## src/rtl/audio_port_pkg.sv

```systemverilog
package audio_port_pkg;

  localparam int MAX_PAIRS = 4;

  // Bus strobes handed from the address decoder to the register datapath.
  typedef struct packed {
    logic                 wr;
    logic                 rd;
    logic                 commonHit;
    logic                 paramHit;
    logic [MAX_PAIRS-1:0] pairHit;
    logic [3:0]           regIdx;
  } busStrobe_t;

  function automatic logic resCodeOk(input logic [2:0] code);
    return (code == 3'd2) || (code == 3'd4) || (code == 3'd5);
  endfunction

endpackage

```

## src/rtl/audio_port_decode.sv

```systemverilog
module audio_port_decode
  import audio_port_pkg::*;
#(
  parameter int ADDR_W    = 9,
  parameter int NUM_PAIRS = 4
) (
  input  logic              psel,
  input  logic              penable,
  input  logic              pwrite,
  input  logic [ADDR_W-1:0] paddr,
  output busStrobe_t        strobe
);

  localparam logic [ADDR_W-1:0] CommonEnd = ADDR_W'(32'h1C);
  localparam logic [ADDR_W-1:0] BankBase  = ADDR_W'(32'h20);
  localparam logic [ADDR_W-4:0] ParamRow  = (ADDR_W-3)'(32'h1F0 >> 3);
  localparam logic [ADDR_W-7:0] PairCount = (ADDR_W-6)'(NUM_PAIRS);

  logic [ADDR_W-1:0] rel;
  logic              bankHit;
  logic              unusedAddr;

  assign rel        = paddr - BankBase;
  assign bankHit    = (paddr >= BankBase) && (rel[ADDR_W-1:6] < PairCount) && (rel[5:2] <= 4'd13);
  assign unusedAddr = ^{paddr[1:0], rel[1:0]};

  always_comb begin
    strobe    = '0;
    strobe.wr = psel && penable && pwrite;
    strobe.rd = psel && penable && !pwrite;
    if (paddr < CommonEnd) begin
      strobe.commonHit = 1'b1;
      strobe.regIdx    = {1'b0, paddr[4:2]};
    end else if (bankHit) begin
      for (int p = 0; p < NUM_PAIRS; p++)
        strobe.pairHit[p] = (rel[ADDR_W-1:6] == (ADDR_W-6)'(p));
      strobe.regIdx = rel[5:2];
    end else if (paddr[ADDR_W-1:3] == ParamRow) begin
      strobe.paramHit = 1'b1;
      strobe.regIdx   = {3'b000, paddr[2]};
    end
  end

endmodule

```

## src/rtl/audio_port_regs.sv

```systemverilog
module audio_port_regs
  import audio_port_pkg::*;
#(
  parameter int NUM_PAIRS  = 4,
  parameter int FIFO_DEPTH = 16,
  parameter int WORD_CODE  = 4,
  parameter int MASTER     = 1,
  parameter int TrigW      = 4,
  parameter int LvlW       = 5
) (
  input  logic                       clk,
  input  logic                       rstN,
  input  busStrobe_t                 strobe,
  input  logic [31:0]                pwdata,
  output logic [31:0]                prdata,
  input  logic [NUM_PAIRS*LvlW-1:0]  txLevel,
  input  logic [NUM_PAIRS*LvlW-1:0]  rxLevel,
  input  logic [NUM_PAIRS-1:0]       txOverrun,
  input  logic [NUM_PAIRS-1:0]       rxOverrun,
  output logic                       globalEn,
  output logic                       rxBlockEn,
  output logic                       txBlockEn,
  output logic                       clkEn,
  output logic [4:0]                 clkCfg,
  output logic [NUM_PAIRS-1:0]       pairRxEn,
  output logic [NUM_PAIRS-1:0]       pairTxEn,
  output logic [NUM_PAIRS*3-1:0]     pairRxRes,
  output logic [NUM_PAIRS*3-1:0]     pairTxRes,
  output logic [NUM_PAIRS*TrigW-1:0] pairRxTrig,
  output logic [NUM_PAIRS*TrigW-1:0] pairTxTrig,
  output logic [NUM_PAIRS-1:0]       pairRxFlush,
  output logic [NUM_PAIRS-1:0]       pairTxFlush,
  output logic [NUM_PAIRS-1:0]       irqPair
);

  localparam logic [2:0]  Ws0   = 3'(WORD_CODE);
  localparam logic [2:0]  Ws1   = (NUM_PAIRS > 1) ? Ws0 : 3'd0;
  localparam logic [2:0]  Ws2   = (NUM_PAIRS > 2) ? Ws0 : 3'd0;
  localparam logic [2:0]  Ws3   = (NUM_PAIRS > 3) ? Ws0 : 3'd0;
  localparam logic [1:0]  ChCnt = 2'(NUM_PAIRS - 1);
  localparam logic [1:0]  DepF  = 2'($clog2(FIFO_DEPTH) - 1);
  localparam logic [31:0] Comp1 = {4'b0, Ws3, Ws2, Ws1, Ws0, 5'b0, ChCnt, ChCnt,
                                   1'b1, 1'b1, 1'(MASTER), DepF, 2'd2};
  localparam logic [31:0] Comp2 = {19'b0, Ws3, Ws2, 1'b0, Ws1, Ws0};

  logic        globalEnR, rxBlkR, txBlkR, clkEnR;
  logic [4:0]  clkCfgR;
  logic        rxFlAllR, txFlAllR;
  logic        wrCommon;
  logic [31:0] pairRd [NUM_PAIRS];
  logic        unusedData;

  assign wrCommon   = strobe.wr && strobe.commonHit;
  assign unusedData = ^pwdata[31:6];

  always_ff @(posedge clk or negedge rstN) begin
    if (!rstN) begin
      globalEnR <= 1'b0;
      rxBlkR    <= 1'b0;
      txBlkR    <= 1'b0;
      clkEnR    <= 1'b0;
      clkCfgR   <= '0;
      rxFlAllR  <= 1'b0;
      txFlAllR  <= 1'b0;
    end else begin
      rxFlAllR <= wrCommon && (strobe.regIdx == 4'd5) && pwdata[0];
      txFlAllR <= wrCommon && (strobe.regIdx == 4'd6) && pwdata[0];
      if (wrCommon) begin
        case (strobe.regIdx)
          4'd0:    globalEnR <= pwdata[0];
          4'd1:    rxBlkR    <= pwdata[0];
          4'd2:    txBlkR    <= pwdata[0];
          4'd3:    clkEnR    <= pwdata[0];
          4'd4:    clkCfgR   <= pwdata[4:0];
          default: ;
        endcase
      end
    end
  end

  assign globalEn  = globalEnR;
  assign rxBlockEn = rxBlkR;
  assign txBlockEn = txBlkR;
  assign clkEn     = clkEnR;
  assign clkCfg    = clkCfgR;

  for (genvar p = 0; p < NUM_PAIRS; p++) begin : gPair
    logic             wrP, rdP;
    logic             rxEnR, txEnR, rxOvrR, txOvrR, rxFlR, txFlR;
    logic [2:0]       rxResR, txResR;
    logic [TrigW-1:0] rxTrigR, txTrigR;
    logic [3:0]       maskR;
    logic             rxAvail, txLow;
    logic [31:0]      rdData;

    assign wrP = strobe.wr && strobe.pairHit[p];
    assign rdP = strobe.rd && strobe.pairHit[p];

    always_ff @(posedge clk or negedge rstN) begin
      if (!rstN) begin
        rxEnR   <= 1'b0;
        txEnR   <= 1'b0;
        rxResR  <= '0;
        txResR  <= '0;
        rxTrigR <= '0;
        txTrigR <= '0;
        maskR   <= 4'hF;
        rxOvrR  <= 1'b0;
        txOvrR  <= 1'b0;
        rxFlR   <= 1'b0;
        txFlR   <= 1'b0;
      end else begin
        rxFlR <= wrP && (strobe.regIdx == 4'd12) && pwdata[0];
        txFlR <= wrP && (strobe.regIdx == 4'd13) && pwdata[0];
        if (wrP) begin
          case (strobe.regIdx)
            4'd2:    rxEnR <= pwdata[0];
            4'd3:    txEnR <= pwdata[0];
            4'd4:    if (resCodeOk(pwdata[2:0])) rxResR <= pwdata[2:0];
            4'd5:    if (resCodeOk(pwdata[2:0])) txResR <= pwdata[2:0];
            4'd7:    maskR <= {pwdata[5:4], pwdata[1:0]};
            4'd10:   rxTrigR <= pwdata[TrigW-1:0];
            4'd11:   txTrigR <= pwdata[TrigW-1:0];
            default: ;
          endcase
        end
        if (rxOverrun[p])                          rxOvrR <= 1'b1;
        else if (rdP && (strobe.regIdx == 4'd8))   rxOvrR <= 1'b0;
        if (txOverrun[p])                          txOvrR <= 1'b1;
        else if (rdP && (strobe.regIdx == 4'd9))   txOvrR <= 1'b0;
      end
    end

    assign rxAvail = rxLevel[p*LvlW +: LvlW] >  LvlW'(rxTrigR);
    assign txLow   = txLevel[p*LvlW +: LvlW] <= LvlW'(txTrigR);

    always_comb begin
      case (strobe.regIdx)
        4'd2:    rdData = {31'b0, rxEnR};
        4'd3:    rdData = {31'b0, txEnR};
        4'd4:    rdData = {29'b0, rxResR};
        4'd5:    rdData = {29'b0, txResR};
        4'd6:    rdData = {26'b0, txOvrR, txLow, 2'b0, rxOvrR, rxAvail};
        4'd7:    rdData = {26'b0, maskR[3:2], 2'b0, maskR[1:0]};
        4'd8:    rdData = {31'b0, rxOvrR};
        4'd9:    rdData = {31'b0, txOvrR};
        4'd10:   rdData = 32'(rxTrigR);
        4'd11:   rdData = 32'(txTrigR);
        default: rdData = '0;
      endcase
    end

    assign pairRd[p] = strobe.pairHit[p] ? rdData : '0;

    assign irqPair[p] = globalEnR &&
                        ((rxEnR && |({rxOvrR, rxAvail} & ~maskR[1:0])) ||
                         (txEnR && |({txOvrR, txLow}   & ~maskR[3:2])));

    assign pairRxEn[p]                  = rxEnR;
    assign pairTxEn[p]                  = txEnR;
    assign pairRxRes[p*3 +: 3]          = rxResR;
    assign pairTxRes[p*3 +: 3]          = txResR;
    assign pairRxTrig[p*TrigW +: TrigW] = rxTrigR;
    assign pairTxTrig[p*TrigW +: TrigW] = txTrigR;
    assign pairRxFlush[p]               = rxFlR || rxFlAllR;
    assign pairTxFlush[p]               = txFlR || txFlAllR;
  end

  always_comb begin
    prdata = '0;
    if (strobe.commonHit) begin
      case (strobe.regIdx)
        4'd0:    prdata = {31'b0, globalEnR};
        4'd1:    prdata = {31'b0, rxBlkR};
        4'd2:    prdata = {31'b0, txBlkR};
        4'd3:    prdata = {31'b0, clkEnR};
        4'd4:    prdata = {27'b0, clkCfgR};
        default: prdata = '0;
      endcase
    end else if (strobe.paramHit) begin
      prdata = strobe.regIdx[0] ? Comp1 : Comp2;
    end else begin
      for (int p = 0; p < NUM_PAIRS; p++) prdata = prdata | pairRd[p];
    end
  end

endmodule

```

## src/rtl/audio_port_regif.sv

```systemverilog
module audio_port_regif
  import audio_port_pkg::*;
#(
  parameter int  ADDR_W     = 9,
  parameter int  NUM_PAIRS  = 4,
  parameter int  FIFO_DEPTH = 16,
  parameter int  WORD_CODE  = 4,
  parameter int  MASTER     = 1,
  localparam int TrigW      = $clog2(FIFO_DEPTH),
  localparam int LvlW       = $clog2(FIFO_DEPTH + 1)
) (
  input  logic                       clk,
  input  logic                       rstN,
  input  logic                       psel,
  input  logic                       penable,
  input  logic                       pwrite,
  input  logic [ADDR_W-1:0]          paddr,
  input  logic [31:0]                pwdata,
  output logic [31:0]                prdata,
  input  logic [NUM_PAIRS*LvlW-1:0]  txLevel,
  input  logic [NUM_PAIRS*LvlW-1:0]  rxLevel,
  input  logic [NUM_PAIRS-1:0]       txOverrun,
  input  logic [NUM_PAIRS-1:0]       rxOverrun,
  output logic                       globalEn,
  output logic                       rxBlockEn,
  output logic                       txBlockEn,
  output logic                       clkEn,
  output logic [4:0]                 clkCfg,
  output logic [NUM_PAIRS-1:0]       pairRxEn,
  output logic [NUM_PAIRS-1:0]       pairTxEn,
  output logic [NUM_PAIRS*3-1:0]     pairRxRes,
  output logic [NUM_PAIRS*3-1:0]     pairTxRes,
  output logic [NUM_PAIRS*TrigW-1:0] pairRxTrig,
  output logic [NUM_PAIRS*TrigW-1:0] pairTxTrig,
  output logic [NUM_PAIRS-1:0]       pairRxFlush,
  output logic [NUM_PAIRS-1:0]       pairTxFlush,
  output logic [NUM_PAIRS-1:0]       irqPair,
  output logic                       irq
);

  busStrobe_t strobe;

  audio_port_decode #(.ADDR_W(ADDR_W), .NUM_PAIRS(NUM_PAIRS)) uDecode (
    .psel(psel), .penable(penable), .pwrite(pwrite), .paddr(paddr), .strobe(strobe)
  );

  audio_port_regs #(
    .NUM_PAIRS(NUM_PAIRS), .FIFO_DEPTH(FIFO_DEPTH), .WORD_CODE(WORD_CODE),
    .MASTER(MASTER), .TrigW(TrigW), .LvlW(LvlW)
  ) uRegs (
    .clk(clk), .rstN(rstN), .strobe(strobe), .pwdata(pwdata), .prdata(prdata),
    .txLevel(txLevel), .rxLevel(rxLevel), .txOverrun(txOverrun), .rxOverrun(rxOverrun),
    .globalEn(globalEn), .rxBlockEn(rxBlockEn), .txBlockEn(txBlockEn), .clkEn(clkEn),
    .clkCfg(clkCfg), .pairRxEn(pairRxEn), .pairTxEn(pairTxEn), .pairRxRes(pairRxRes),
    .pairTxRes(pairTxRes), .pairRxTrig(pairRxTrig), .pairTxTrig(pairTxTrig),
    .pairRxFlush(pairRxFlush), .pairTxFlush(pairTxFlush), .irqPair(irqPair)
  );

  assign irq = |irqPair;

endmodule

```

## config.mk

```make
export PLATFORM = sky130hd
export DESIGN_NAME = audio_port_regif
export DESIGN_NICKNAME = d
export VERILOG_FILES = /design/src/rtl/audio_port_pkg.sv /design/src/rtl/audio_port_decode.sv /design/src/rtl/audio_port_regs.sv /design/src/rtl/audio_port_regif.sv
export SDC_FILE = /design/constraint.sdc
export NUM_CORES = 1
export LEC_CHECK = 0
export ABC_CLOCK_PERIOD_IN_PS = 3500
export BUFFER_PORTS_ARGS = -buffer_cell sky130_fd_sc_hd__buf_2
export CORE_UTILIZATION = 25
export DETAILED_ROUTE_END_ITERATION = 8
export GPL_TIMING_DRIVEN = 0
export PLACE_DENSITY_LB_ADDON = 0.12
export SLEW_MARGIN = 20
export SYNTH_ARGS = -nofsm -noshare
export SYNTH_HDL_FRONTEND = slang
export SYNTH_SLANG_ARGS = --single-unit
```

## constraint.sdc

```tcl
create_clock -name clk -period 3.5 [get_ports clk]
set_input_delay 0.35 -clock clk [delete_from_list [all_inputs] [get_ports clk]]
set_output_delay 0.35 -clock clk [all_outputs]
set_load 0.005 [all_outputs]
```

# [Word-level counts from Yosys, hierarchy flattened]
# Index checks and enable logic that the tools add are counted.
[totals] output_inout_bits=118 mem_count=0 mem_bits_ro=0 latch_bits=0 register_bits=107 mem_bits_rw=0 input_bits=94
[classes] bitwise=19 add_sub_neg=1 n_mul=0 n_eq_ne=20 reduce_logical=121 n_shift=0 order_cmp=12 n_mux=36 div=0
[op_table] cell="$pmux W6 S10" n=4
[op_table] cell="$or A32 B32 Y32" n=3
[op_table] cell="$mux W32" n=2
[op_table] cell="$logic_and A1 B1 Y1" n=54
[op_table] cell="$reduce_and A2 Y1" n=25
[op_table] cell="$mux W28" n=1
[op_table] cell="$pmux W5 S5" n=1
[op_table] cell="$eq A4 B4 Y1 const B" n=6
[op_table] cell="$mux W6" n=4
[op_table] cell="$reduce_and A3 Y1" n=8
[op_table] cell="$gt A5 B4 Y1" n=4
[op_table] cell="$le A5 B4 Y1" n=4
[op_table] cell="$mux W1" n=20
[op_table] cell="$and A2 B2 Y2" n=8
[op_table] cell="$eq A4 B3 Y1 const B" n=4
[op_table] cell="$not A2 Y2" n=8
[op_table] cell="$reduce_bool A2 Y1" n=8
[op_table] cell="$reduce_or A2 Y1" n=8
[op_table] cell="$logic_or A1 B1 Y1" n=14
[op_table] cell="$mux W4" n=3
[op_table] cell="$eq A3 B2 Y1 const B" n=3
[op_table] cell="$ge A9 B6 Y1 const B" n=1
[op_table] cell="$lt A9 B5 Y1 const B" n=1
[op_table] cell="$sub A9 B6 Y9 const B" n=1
[op_table] cell="12 further kinds" n=14

# [Longest topological paths before layout]
# Gate-level depths: netlist (run 1).
[depth] word_depth=14 ltp_mapped=13 ltp_nobuf=9

# [By module]
# Synthesis (run 1) repeated with hierarchy kept, for this count alone.
[hier_totals] cells_unflattened=692 area_unflattened_um2=6642.6
[modules_own_cells] mod="audio_port_regs" instances=1 area_each_um2=6406.1 cells_each=659
[modules_own_cells] mod="audio_port_decode" instances=1 area_each_um2=229.0 cells_each=32
[modules_own_cells] mod="audio_port_regif" instances=1 area_each_um2=7.5 cells_each=1

# [Worst setup path before layout (run 1)]
# Ideal clock, no wire load.
[synth_path] path_kind="input-to-output" startpoint="input port paddr[5]" endpoint="output port prdata[0]" path_slack_ps=107 arrival_time_ps=3043 n_path_buf=2 required_ps=3150 cell_stages=11 cell_sequence="buf_2 -> inv_1 -> ha_1 -> buf_6 -> or3b_4 -> a31oi_4 -> a2111oi_1 -> or4_1 -> a2111oi_2 -> a211oi_1 -> or4_1"
[synth_between] elab_chain_cells=14 word_cells_on_any_way=46
[synth_lines] element="from (decl)" line="audio_port_regif.sv:17" source="input logic [ADDR_W-1:0] paddr,"
[synth_lines] element="$sub A9 B6 Y9" line="audio_port_decode.sv:23" source="assign rel = paddr - BankBase;"
[synth_lines] element="$lt A3 B3 Y1" line="audio_port_decode.sv:24" source="assign bankHit = (paddr >= BankBase) && (rel[ADDR_W-1:6] < PairCount) && (rel[5:2] <= 4'd13);"
[synth_lines] element="$logic_and A1 B1 Y1 (2 in a row)" line="audio_port_decode.sv:24"
[synth_lines] element="$mux W4" line="audio_port_decode.sv:34" source="end else if (bankHit) begin"
[synth_lines] element="$mux W4" line="audio_port_decode.sv:31" source="if (paddr < CommonEnd) begin"
[synth_lines] element="$eq A4 B4 Y1, or another cell as far along" line="audio_port_regs.sv:138" source="case (strobe.regIdx)"
[synth_lines] element="$pmux W6 S10" line="audio_port_regs.sv:138"
[synth_lines] element="$mux W6" line="audio_port_regs.sv:153" source="assign pairRd[p] = strobe.pairHit[p] ? rdData : '0;"
[synth_lines] element="$or A32 B32 Y32 (3 in a row)" line="audio_port_regs.sv:183" source="for (int p = 0; p < NUM_PAIRS; p++) prdata = prdata | pairRd[p];"
[synth_lines] element="$mux W32" line="audio_port_regs.sv:180" source="end else if (strobe.paramHit) begin"
[synth_lines] element="$mux W32 (*)" line="audio_port_regs.sv:171" source="if (strobe.commonHit) begin"
[synth_lines] element="to (decl)" line="audio_port_regif.sv:19" source="output logic [31:0] prdata,"
# Mark *: on every way between the ends. The rest lies on a longest branch, timed or not.

# [Final worst setup path (run 1)]
[layout_path] startpoint="input port paddr[6]" endpoint="output port prdata[0]"
# Same word-level chain as after synthesis.

==> results of run 1 <==
[kinds of logic after synthesis]
kind of cell,synth area share [%]
AOI/OAI and AO/OA,20.3
xor gates and xnor gates,0.123
adders and majority gates,6.14
buffers and inverters,8.30
DFF,37.8
muxes,10.7
other,0.0526
and+or+nand+nor,16.6
[final cells by class]
| type | count | area (sq um) | area share (%) |
|---|---|---|---|
| Tap cell | 378 | 473 | 5.13 |
| Timing Repair Buffer | 180 | 997 | 10.8 |
| Buffer | 69 | 430 | 4.67 |
| Clock inverter | 5 | 46.3 | 0.502 |
| Multi-Input combinational cell | 563 | 4150 | 45.0 |
| Clock buffer | 11 | 243 | 2.63 |
| Inverter | 46 | 183 | 1.98 |
| Sequential cell | 107 | 2700 | 29.2 |
[report_power, final]
part / internal (mW) / switching [mW] / leakage [nW]
registers: 1.26 / 0.0271 / 1.33
logic: 0.205 / 0.318 / 2.84
clock network: 0.516 / 0.531 / 0.136
total: 1.98 / 0.876 / 4.30
[how the worst min path moves through the flow]
stage	start	end	slack, ns	cells past startpoint
global route	rxOverrun[2]	uRegs.gPair[2].rxOvrR$_DFFE_PN0P_	0.19	2
CTS	rxOverrun[2]	uRegs.gPair[2].rxOvrR$_DFFE_PN0P_	0.19	2
detailed placement	rstN	uRegs.gPair[3].rxFlR$_DFF_PN0_	0.36	1
floorplan	rstN	uRegs.clkCfg[0]$_DFFE_PN0P_	0.05	0
finish	rxOverrun[2]	uRegs.gPair[2].rxOvrR$_DFFE_PN0P_	0.18	2
global placement	uRegs.gPair[3].txOvrR$_DFFE_PN0P_	uRegs.gPair[3].txOvrR$_DFFE_PN0P_	0.50	2
[state kept, by name (all words and copies together) (netlist names)]
name	cells
uRegs.gPair.rxFlR	4
uRegs.gPair.rxResR	12
uRegs.clkEn	1
uRegs.rxFlAllR	1
uRegs.txBlockEn	1
uRegs.gPair.maskR	16
uRegs.gPair.rxTrigR	16
uRegs.txFlAllR	1
uRegs.globalEn	1
uRegs.clkCfg	5
uRegs.gPair.rxOvrR	4
uRegs.rxBlockEn	1
uRegs.gPair.txOvrR	4
uRegs.gPair.txResR	12
uRegs.gPair.txFlR	4
uRegs.gPair.txTrigR	16
uRegs.gPair.txEnR	4
uRegs.gPair.rxEnR	4
[layout by cell type, fill, tap and decap left out, drive strengths merged, types with 4 or more instances in the layout]
master and count:
buf 226, dfrtp 91, nor2 59, nand2 57, mux2 54, inv 48, o21ai 42, ha 35
clkbuf 33, a21oi 32, nand3 25, a31oi 20, conb 16, dfstp 16, nand2b 16, nor2b 14
nor3 14, mux2i 13, o21a 12, a221oi 12, a22oi 10, or2 10, nand4 10, o31ai 8
and2 7, and3 7, a211oi 7, o22ai 6, a2111oi 6, o211ai 5, a21o 5, a311oi 5
or3 4, a22o 4, o311ai 4, a31o 4
[timing repair]
action	4_1_cts	5_1_grt
resized for setup	59	19
endpoints found under the setup margin	7	7
pin swaps	9	7
buffers inserted	13	1
gates cloned	0	0
hold endpoints to repair	46	0
hold buffers	1	0
[routing by layer]
layer / GRT usage (%) / vias up / share of wire (%)
met3: 3.86 / 45 / 6.0
met5: 0 / - / 0
met1: 28.0 / 3290 / 46
li1: - / 3191 / -
met4: 7.57 / 0 / 2.9
met2: 32.6 / 247 / 45
[per-stage QoR]
stage	TNS, ns	total power, mW
6_report	0	2.86
3_5_place_dp	-15.62	1.77
2_1_floorplan	0	1.55
5_1_grt	0	2.96
4_1_cts	-0.0725	2.86
3_3_place_gp	-32.18	1.77
==> metrics.csv, run 1 <==
stage,metric,value,unit
run_status,status,"complete, no violations",
logic_synthesis,Synth area leader,dfrtp_1,
die,Core Area,0.0279,sq mm
setup_path,Crit Path Category,input pin to output pin,
logic_synthesis,ys async rst share,100,%
logic_synthesis,synth warn,0,
die,num rows,61,
clock_network,"Reg clk slew, reported paths",0.07,ns
timing,final worst-path cycle share,98.5,%
timing,fmax,0.290,GHz
place,Setup WS pre-CTS,-0.935,ns
place,hpwl dp,23.2,mm
timing,Tightest Pin Transition,0.914,ns
logic_synthesis,Mapped Area,0.00713,sq mm
detailed_routing,drt wl/cell,21.8,um
global_route,global-route wire length before repair,43.7,mm
detailed_routing,routed wire length,29.6,mm
setup_path,Worst path top cell family by delay,simple AND/OR/NAND/NOR gates,
layout,share of layout cells above drive strength 1,37.6,%
logic_synthesis,syn_area_per_cell,9.22,sq um
die,IO Pins,212,
timing,Final min period,3.45,ns
setup_path,instance count on the critical path,11,
setup_path,Arrival @ worst endpoint,3.10,ns
logic_synthesis,Unique masters post-synth,75,
detailed_routing,DR vias,6773,
logic_synthesis,Yosys reg bits,107,
place,placed insts,1332,
setup_path,r2r setup slk,2.47,ns
setup_path,Setup crit end,prdata[0],
layout,Final Core Density,33.0,%
global_route,GRT Util Overall,20.7,%
setup_path,crit-path cells,buf_6 > inv_4 > ha_4 > or3b_4 > a31oi_4 > nor3_2 > or4_4 > a2111oi_4 > a211oi_2 > or4_4 > buf_6,
die,die area,0.0292,sq mm
setup_path,worst path bufs/invs,3,
layout,# diodes,0,
layout,Final Non-Filler Cells,1359,
place,Port Buffer Count,164,
setup_path,r2r startpoint,uRegs.globalEn$_DFFE_PN0P_,
hold_path,min-delay worst type,input pin to flop,
detailed_routing,drt drc,0,
logic_synthesis,Cells after Synth,774,
setup_path,Startpoint Class,input pin,
timing,RSZ-0062 raised after global routing,no,
timing,max_slew headroom,38.6,%
timing,"Slew Viols, Final",0,
clock_network,clock network latency to the later pin of the worst-skew pair,0.36,ns
setup_path,CP max stage delay,0.54,ns
detailed_routing,remaining antenna violation count,0,
detailed_routing,via/cell ratio,4.98,
power,P_leak,4.30,nW
clock_network,H-tree lvl count,3,
layout,Fillers,3051,
setup_path,RR Endpoint,uRegs.globalEn$_DFFE_PN0P_,
timing,Final Hold Slack,0.184,ns
setup_path,Critical Path Start,paddr[6],
clock_network,Max Root-Sink Buffers,2,
timing,final worst-path setup slack,0.0535,ns
logic_synthesis,Area contributors post-synth,"dfrtp_1 (32%), mux2_2 (8.5%), ha_1 (6.1%)",
logic_synthesis,Synth top area share,31.9,%
global_route,total congestion overflow,0,
global_route,vias in the first global route,6632,
setup_path,required time worst endpoint,3.15,ns
layout,post-route cell area,0.00922,sq mm
logic_synthesis,Synth top cells by count,"dfrtp_1 (91), nor2_1 (59), nand2_1 (57)",
clock_network,CTS tree,built,
setup_path,CP max-delay cell,or4_4,
detailed_routing,router iterations before antenna repair,5,
timing,Final Skew,0,ns
die,DIE HEIGHT,171,um
setup_path,"Max FO, Critical Path",9,
setup_path,Worst Setup End Kind,output pin,
global_route,initial antenna violation count,0,
detailed_routing,initial DRC count,467,
power,Worst VDD drop,0.185,mV
timing,"Setup violations, final",0,
logic_synthesis,"EDFF count, synth",0,
power,Power Density,310,mW/mm^2
place,Post-DP Area,0.00853,sq mm
clock_network,Root Driver,clkbuf_16,
logic_synthesis,ys flop type,dfrtp_1,
die,Initial Util,25.5,%
clock_network,CTS Buf Count,9,
clock_network,# clock sinks,107,
global_route,largest net degree at the start of global routing,56,
place,GPL Wtd Cong,0.908,
flow_run,MaxCap Viol Count,0,
layout,Area Growth Syn to Fin,29.3,%
logic_synthesis,cell with the most instances after synthesis,dfrtp_1,
logic_synthesis,sequential fraction of the synthesis area,37.8,%
die,Die Wd,171,um
setup_path,FF-to-FF path depth,1,
timing,"Hold Vio Cnt, Final",0,
layout,fin nets,1105,
Note: power is estimated with default switching activity, not from simulation.
==> run 2: changes to the inputs <==
--- a/config.mk
+++ b/config.mk
@@ -11,6 +11,7 @@
 export DETAILED_ROUTE_END_ITERATION = 8
 export GPL_TIMING_DRIVEN = 0
 export PLACE_DENSITY_LB_ADDON = 0.12
+export RECOVER_POWER = 25
 export SLEW_MARGIN = 20
 export SYNTH_ARGS = -nofsm -noshare
 export SYNTH_HDL_FRONTEND = slang
==> run 2 against run 1 <==
Non-clock buffer count unchanged. Sequential share of layout area rose by 0.14 points. Via count rose by 1.3%. Combinational power down 0.8%. Count of clock-buffer cells in the layout stayed put. Worst setup slack worse by 0.023 ns. Cell count did not move. Total power shrank 0.26%. Sequential power hardly changed. Clock power about the same. Worst hold slack is essentially flat. Final area shrank 0.46%. Largest power group unchanged.
==> metrics.csv, run 2 (synthesis results as in run 1) <==
stage,metric,value,unit,change
power,Power Density,310,mW/mm^2,+0.20%
clock_network,CTS tree,built,,
hold_path,min-delay src,rxOverrun[2],,
timing,Final Skew,0,ns,unchanged
layout,Final Core Density,32.9,%,-0.15 points
timing,fmax,0.288,GHz,-0.65%
setup_path,Crit Path Category,input pin to output pin,,
clock_network,Max Root-Sink Buffers,2,,unchanged
setup_path,Startpoint Class,input pin,,
die,Die Wd,171,um,unchanged
die,Initial Util,25.5,%,unchanged
place,Post-DP Area,0.00853,sq mm,unchanged
setup_path,required time worst endpoint,3.15,ns,about the same
setup_path,"Max FO, Critical Path",9,,unchanged
timing,"Hold Vio Cnt, Final",0,,unchanged
timing,"Setup violations, final",0,,unchanged
setup_path,r2r setup slk,2.48,ns,about the same
clock_network,# clock sinks,107,,unchanged
global_route,total congestion overflow,0,,unchanged
hold_path,worst hold stages,2,,unchanged
power,Worst VDD drop,0.180,mV,-2.8%
global_route,vias in the first global route,6632,,unchanged
global_route,global-route wire length before repair,43.7,mm,unchanged
global_route,initial antenna violation count,0,,unchanged
place,hpwl dp,23.2,mm,unchanged
setup_path,r2r startpoint,uRegs.globalEn$_DFFE_PN0P_,,
clock_network,H-tree lvl count,3,,unchanged
detailed_routing,router iterations before antenna repair,5,,unchanged
clock_network,CTS Buf Count,9,,unchanged
detailed_routing,DR vias,6864,,+1.3%
timing,RSZ-0062 raised after global routing,no,,
setup_path,Arrival @ worst endpoint,3.12,ns,+0.02 ns
layout,Fillers,3055,,+0.13%
detailed_routing,routed wire length,29.6,mm,about the same
detailed_routing,remaining antenna violation count,0,,unchanged
detailed_routing,via/cell ratio,5.05,,+1.3%
die,Core Area,0.0279,sq mm,unchanged
global_route,M2 GR Usage,32.6,%,unchanged
detailed_routing,drt wl/cell,21.8,um,about the same
die,DIE HEIGHT,171,um,unchanged
hold_path,min-delay worst type,input pin to flop,,
die,num rows,61,,unchanged
die,IO Pins,212,,unchanged
clock_network,Root Driver,clkbuf_16,,
layout,"commonest cells after routing, fill and taps aside","buf_2 (161), dfrtp_1 (91), nor2_1 (57), nand2_1 (57), mux2_2 (54)",,
timing,final worst-path setup slack,0.0309,ns,-0.0226 ns
setup_path,CP max-delay cell,or4_4,,
layout,fin nets,1105,,unchanged
power,P_leak,4.26,nW,-1.1%
global_route,met1 usage,28.0,%,unchanged
setup_path,CP max stage delay,0.54,ns,about the same
hold_path,Hold Path Sink,uRegs.gPair[2].rxOvrR$_DFFE_PN0P_,,
run_status,status,"complete, no violations",,
timing,Final min period,3.47,ns,+0.0226 ns
setup_path,RR Endpoint,uRegs.globalEn$_DFFE_PN0P_,,
global_route,gr busiest metal,met2,,
timing,Tightest Pin Transition,1.46,ns,+0.547 ns
detailed_routing,drt drc,0,,unchanged
layout,Area Growth Syn to Fin,28.7,%,
place,GPL Wtd Cong,0.908,,unchanged
clock_network,"Reg clk slew, reported paths",0.07,ns,about the same
die,die area,0.0292,sq mm,unchanged
flow_run,MaxCap Viol Count,0,,unchanged
layout,"commonest non-fill, non-tap cell in the layout",buf_2,,
timing,final worst-path cycle share,99.1,%,+0.65 points
place,Setup WS pre-CTS,-0.935,ns,unchanged
layout,largest registers,"uRegs.gPair.maskR (16), uRegs.gPair.rxTrigR (16), uRegs.gPair.txTrigR (16)",,
layout,share of layout cells above drive strength 1,36.5,%,-1.1 points
setup_path,FF-to-FF path depth,1,,unchanged
timing,max_slew headroom,2.58,%,-36 points
global_route,GRT Util Overall,20.7,%,unchanged
layout,post-route cell area,0.00918,sq mm,-0.46%
setup_path,crit-path cells,buf_6 > inv_4 > ha_4 > or3b_4 > a31oi_4 > nor3_2 > or4_4 > a2111oi_4 > a211oi_2 > or4_4 > buf_6,,
global_route,GR met3 Demand/Resource,3.86,%,unchanged
layout,# diodes,0,,unchanged
place,Port Buffer Count,164,,unchanged
clock_network,clock network latency to the later pin of the worst-skew pair,0.36,ns,about the same
setup_path,Worst Setup End Kind,output pin,,
global_route,largest net degree at the start of global routing,56,,unchanged
timing,"Slew Viols, Final",0,,unchanged
detailed_routing,initial DRC count,489,,+4.7%
timing,Final Hold Slack,0.184,ns,-0.00000800 ns
## run 2: changes by cell type in the layout (fill, tap and decap cells not counted)
cell,delta
buf_2,-11
clkbuf_1,+11
clkbuf_2,+2
buf_16,-1
buf_6,-1
## run 2: worst max-delay path by stage
stage / start / to / slack [ns] / cells after the start
4_1_cts: paddr[5] / prdata[0] / -0.07 / 13
2_1_floorplan: paddr[5] / prdata[0] / 0.11 / 11
3_5_place_dp: paddr[5] / prdata[1] / -0.93 / 13
3_3_place_gp: paddr[5] / prdata[4] / -1.05 / 12
6_report: paddr[6] / prdata[0] / 0.03 / 11
5_1_grt: paddr[5] / prdata[0] / 0.003 / 10
## run 2: repair_timing
item                                   4_1_cts  5_1_grt
buffers inserted                            13        1
pin swaps                                    9        7
hold buffers                                 1        0
gates resized for setup                     59       19
setup endpoints to repair                    7        7
endpoints found under the hold margin       46        0
## run 2: layer usage
metal  wire, um  vias to the layer above
li1           -                     3195
met1      13400                     3349
met2      13300                      271
met3       2020                       49
met4        895                        0
met5          0                        -
## run 2: final cells by class
type	instances	area [sq um]	share of cell area (%)
inverter	46	183	1.99
multi-input combinational	563	4150	45.2
buffer	69	430	4.69
timing repair buffer	180	955	10.4
clock inverter	5	46.3	0.504
tap	378	473	5.15
clock buffer	11	243	2.64
sequential	107	2700	29.4
## run 2: report_power, final
part	internal [mW]	switching, mW
Sequential	1.26	0.0273
Combinational	0.201	0.318
Clock	0.515	0.528
## run 2: metrics by stage
step	std cells	setup TNS, ns	power [mW]
global placement	1331	-32.18	1.77
finish	1359	0	2.85
detailed placement	1332	-15.62	1.77
CTS	1361	-0.0725	2.86
global route	1359	0	2.96
floorplan	789	0	1.55
## run 2: critical path, delay by kind of cell
family	cells	cell delay (ns)
fa+ha+maj	1	0.14
buf+inv	3	0.32
compound gates	3	0.71
simple gates	4	1.59
==> run 3: changes to the inputs <==
--- a/config.mk
+++ b/config.mk
@@ -7,6 +7,8 @@
 export LEC_CHECK = 0
 export ABC_CLOCK_PERIOD_IN_PS = 3500
 export BUFFER_PORTS_ARGS = -buffer_cell sky130_fd_sc_hd__buf_2
+export CORE_ASPECT_RATIO = 1.25
+export CORE_MARGIN = 4
 export CORE_UTILIZATION = 25
 export DETAILED_ROUTE_END_ITERATION = 8
 export GPL_TIMING_DRIVEN = 0
==> run 3 against run 2 <==
The run now ends with max-capacitance violations, max-slew violations left. Clock power hardly changed. Register-to-register slack hardly changed. First-iteration DRC count is 2.9% lower. Count of clock-buffer cells in the layout stayed put. Worst hold slack better by 0.0082 ns. Final area is 0.45% higher. Sequential share of layout area is 0.13 points lower. Combinational power is 2% higher. Global-route usage is 1.5 points lower. Critical path type unchanged. Largest cell class unchanged. Largest power group unchanged.
==> metrics.csv, run 3 (synthesis results as in run 1) <==
stage,metric,value,unit,change
run_status,status,"finished, violations left",,
run_status,violated checks,"max-capacitance violations, max-slew violations",,
global_route,largest net degree at the start of global routing,59,,+5.4%
timing,final worst-path setup slack,0.0558,ns,+0.0250 ns
setup_path,Worst Setup End Kind,output pin,,
power,Power Density,306,mW/mm^2,-1.3%
die,IO Pins,212,,unchanged
clock_network,clock network latency to the later pin of the worst-skew pair,0.36,ns,about the same
place,Setup WS pre-CTS,-1.04,ns,-0.101 ns
detailed_routing,DR vias,6916,,+0.76%
setup_path,FF-to-FF path depth,2,,+1
setup_path,Crit Path Category,input pin to output pin,,
detailed_routing,initial DRC count,475,,-2.9%
setup_path,Startpoint Class,input pin,,
setup_path,r2r startpoint,uRegs.gPair[1].rxResR[1]$_DFFE_PN0P_,,
timing,Final min period,3.44,ns,-0.0250 ns
clock_network,CTS tree,built,,
timing,max_slew headroom,-6.64,%,-9.2 points
hold_path,worst hold stages,2,,unchanged
detailed_routing,remaining antenna violation count,0,,unchanged
place,GPL Wtd Cong,0.898,,-1.1%
power,total power,2.82,mW,-0.89%
global_route,GR met3 Demand/Resource,2.91,%,-0.96 points
global_route,initial antenna violation count,0,,unchanged
die,die area,0.0313,sq mm,+7.2%
setup_path,r2r setup slk,2.49,ns,about the same
place,hpwl dp,23.9,mm,+3.2%
clock_network,CTS Buf Count,9,,unchanged
layout,Area Growth Syn to Fin,29.3,%,
layout,fin nets,1109,,+0.36%
timing,final worst-path cycle share,98.4,%,-0.71 points
setup_path,required time worst endpoint,3.15,ns,about the same
layout,# diodes,0,,unchanged
power,P_leak,4.28,nW,+0.54%
detailed_routing,router iterations before antenna repair,5,,unchanged
clock_network,# clock sinks,107,,unchanged
layout,largest registers,"uRegs.gPair.maskR (16), uRegs.gPair.rxTrigR (16), uRegs.gPair.txTrigR (16)",,
die,num rows,68,,+11%
global_route,global-route wire length before repair,45.5,mm,+4.3%
power,Worst VDD drop,0.226,mV,+26%
timing,"Hold Vio Cnt, Final",0,,unchanged
hold_path,min-delay worst type,input pin to flop,,
place,Post-DP Area,0.00850,sq mm,-0.35%
detailed_routing,via/cell ratio,5.18,,+2.6%
hold_path,Hold Path Sink,uRegs.gPair[0].rxOvrR$_DFFE_PN0P_,,
layout,share of layout cells above drive strength 1,37.4,%,+0.87 points
timing,"Setup violations, final",0,,unchanged
place,Port Buffer Count,164,,unchanged
timing,Final Skew,0,ns,unchanged
global_route,GRT Util Overall,19.2,%,-1.5 points
detailed_routing,drt wl/cell,22.9,um,+5.1%
die,Die Wd,159,um,-6.9%
layout,Final Core Density,33.0,%,+0.18 points
detailed_routing,routed wire length,30.6,mm,+3.3%
timing,fmax,0.290,GHz,+0.72%
clock_network,H-tree lvl count,3,,unchanged
die,Core Area,0.0279,sq mm,about the same
global_route,total congestion overflow,0,,unchanged
layout,post-route cell area,0.00922,sq mm,+0.45%
die,DIE HEIGHT,197,um,+15%
timing,Tightest Pin Transition,1.60,ns,+0.138 ns
global_route,M2 GR Usage,32.4,%,-0.20 points
global_route,vias in the first global route,7028,,+6.0%
clock_network,Max Root-Sink Buffers,2,,unchanged
hold_path,min-delay src,rxOverrun[0],,
die,Initial Util,25.6,%,about the same
clock_network,"Reg clk slew, reported paths",0.07,ns,about the same
setup_path,Arrival @ worst endpoint,3.09,ns,-0.03 ns
timing,"Slew Viols, Final",58,,+58
flow_run,MaxCap Viol Count,1,,+1
layout,"commonest cells after routing, fill and taps aside","buf_2 (161), dfrtp_1 (91), nand2_1 (57)",,
clock_network,Root Driver,clkbuf_16,,
setup_path,"Max FO, Critical Path",6,,-3
global_route,met1 usage,24.6,%,-3.4 points
setup_path,RR Endpoint,uRegs.gPair[1].rxResR[1]$_DFFE_PN0P_,,
global_route,gr busiest metal,met2,,
layout,"commonest non-fill, non-tap cell in the layout",buf_2,,
detailed_routing,drt drc,0,,unchanged
-- run 3: report_power, final --
part | switching, mW | internal (mW)
sequential | 0.0270 | 1.26
clock | 0.502 | 0.507
combinational | 0.324 | 0.205
-- run 3: stage by stage --
| stage | cells | hold WS, ns | setup TNS [ns] |
|---|---|---|---|
| 2_1_floorplan | 789 | 0.0544 | 0 |
| 6_report | 1335 | 0.193 | 0 |
| 5_1_grt | 1335 | 0.192 | -0.00146 |
| 3_5_place_dp | 1305 | 0.377 | -15.85 |
| 3_3_place_gp | 1303 | 0.498 | -34.66 |
| 4_1_cts | 1335 | 0.188 | 0 |
-- run 3: layout make-up --
class,count,area [sq um]
timing repair buffer,183,983
sequential,107,2700
multi-input combinational,563,4190
clock inverter,5,35.0
buffer,70,457
inverter,46,180
fill,3008,18700
clock buffer,11,243
tap,350,438
-- run 3: worst max-delay path by stage --
stage                  start   endpoint  slack [ns]
detailed placement  paddr[2]  prdata[4]       -1.04
CTS                 paddr[6]  prdata[0]       0.004
finish              paddr[5]  prdata[4]        0.06
global route        paddr[2]  prdata[4]      -0.001
floorplan           paddr[5]  prdata[0]        0.11
global placement    paddr[5]  prdata[4]       -1.30
-- run 3: repair_timing --
item,CTS,global route
hold buffers,1,0
pin swaps,12,10
endpoints found under the hold margin,44,0
resized for setup,70,16
endpoints found under the setup margin,14,5
buffers inserted,14,2
cloned,0,0
-- run 3: per-layer routing --
layer | up-vias | part of all wire (%)
met5 | - | 0
met4 | 0 | 4.1
met3 | 58 | 5.0
met2 | 285 | 48
met1 | 3384 | 43
li1 | 3189 | -
-- run 3: critical path, stage by stage --
cell and delay, ns:
buf_6 0.11, buf_6 0.12, inv_8 0.03, ha_4 0.16, or3b_4 0.31, a31oi_4 0.06, buf_4 0.17, nor4_2 0.40
buf_2 0.28, nand2_1 0.27, o32a_1 0.29, a221oi_4 0.35, buf_2 0.17
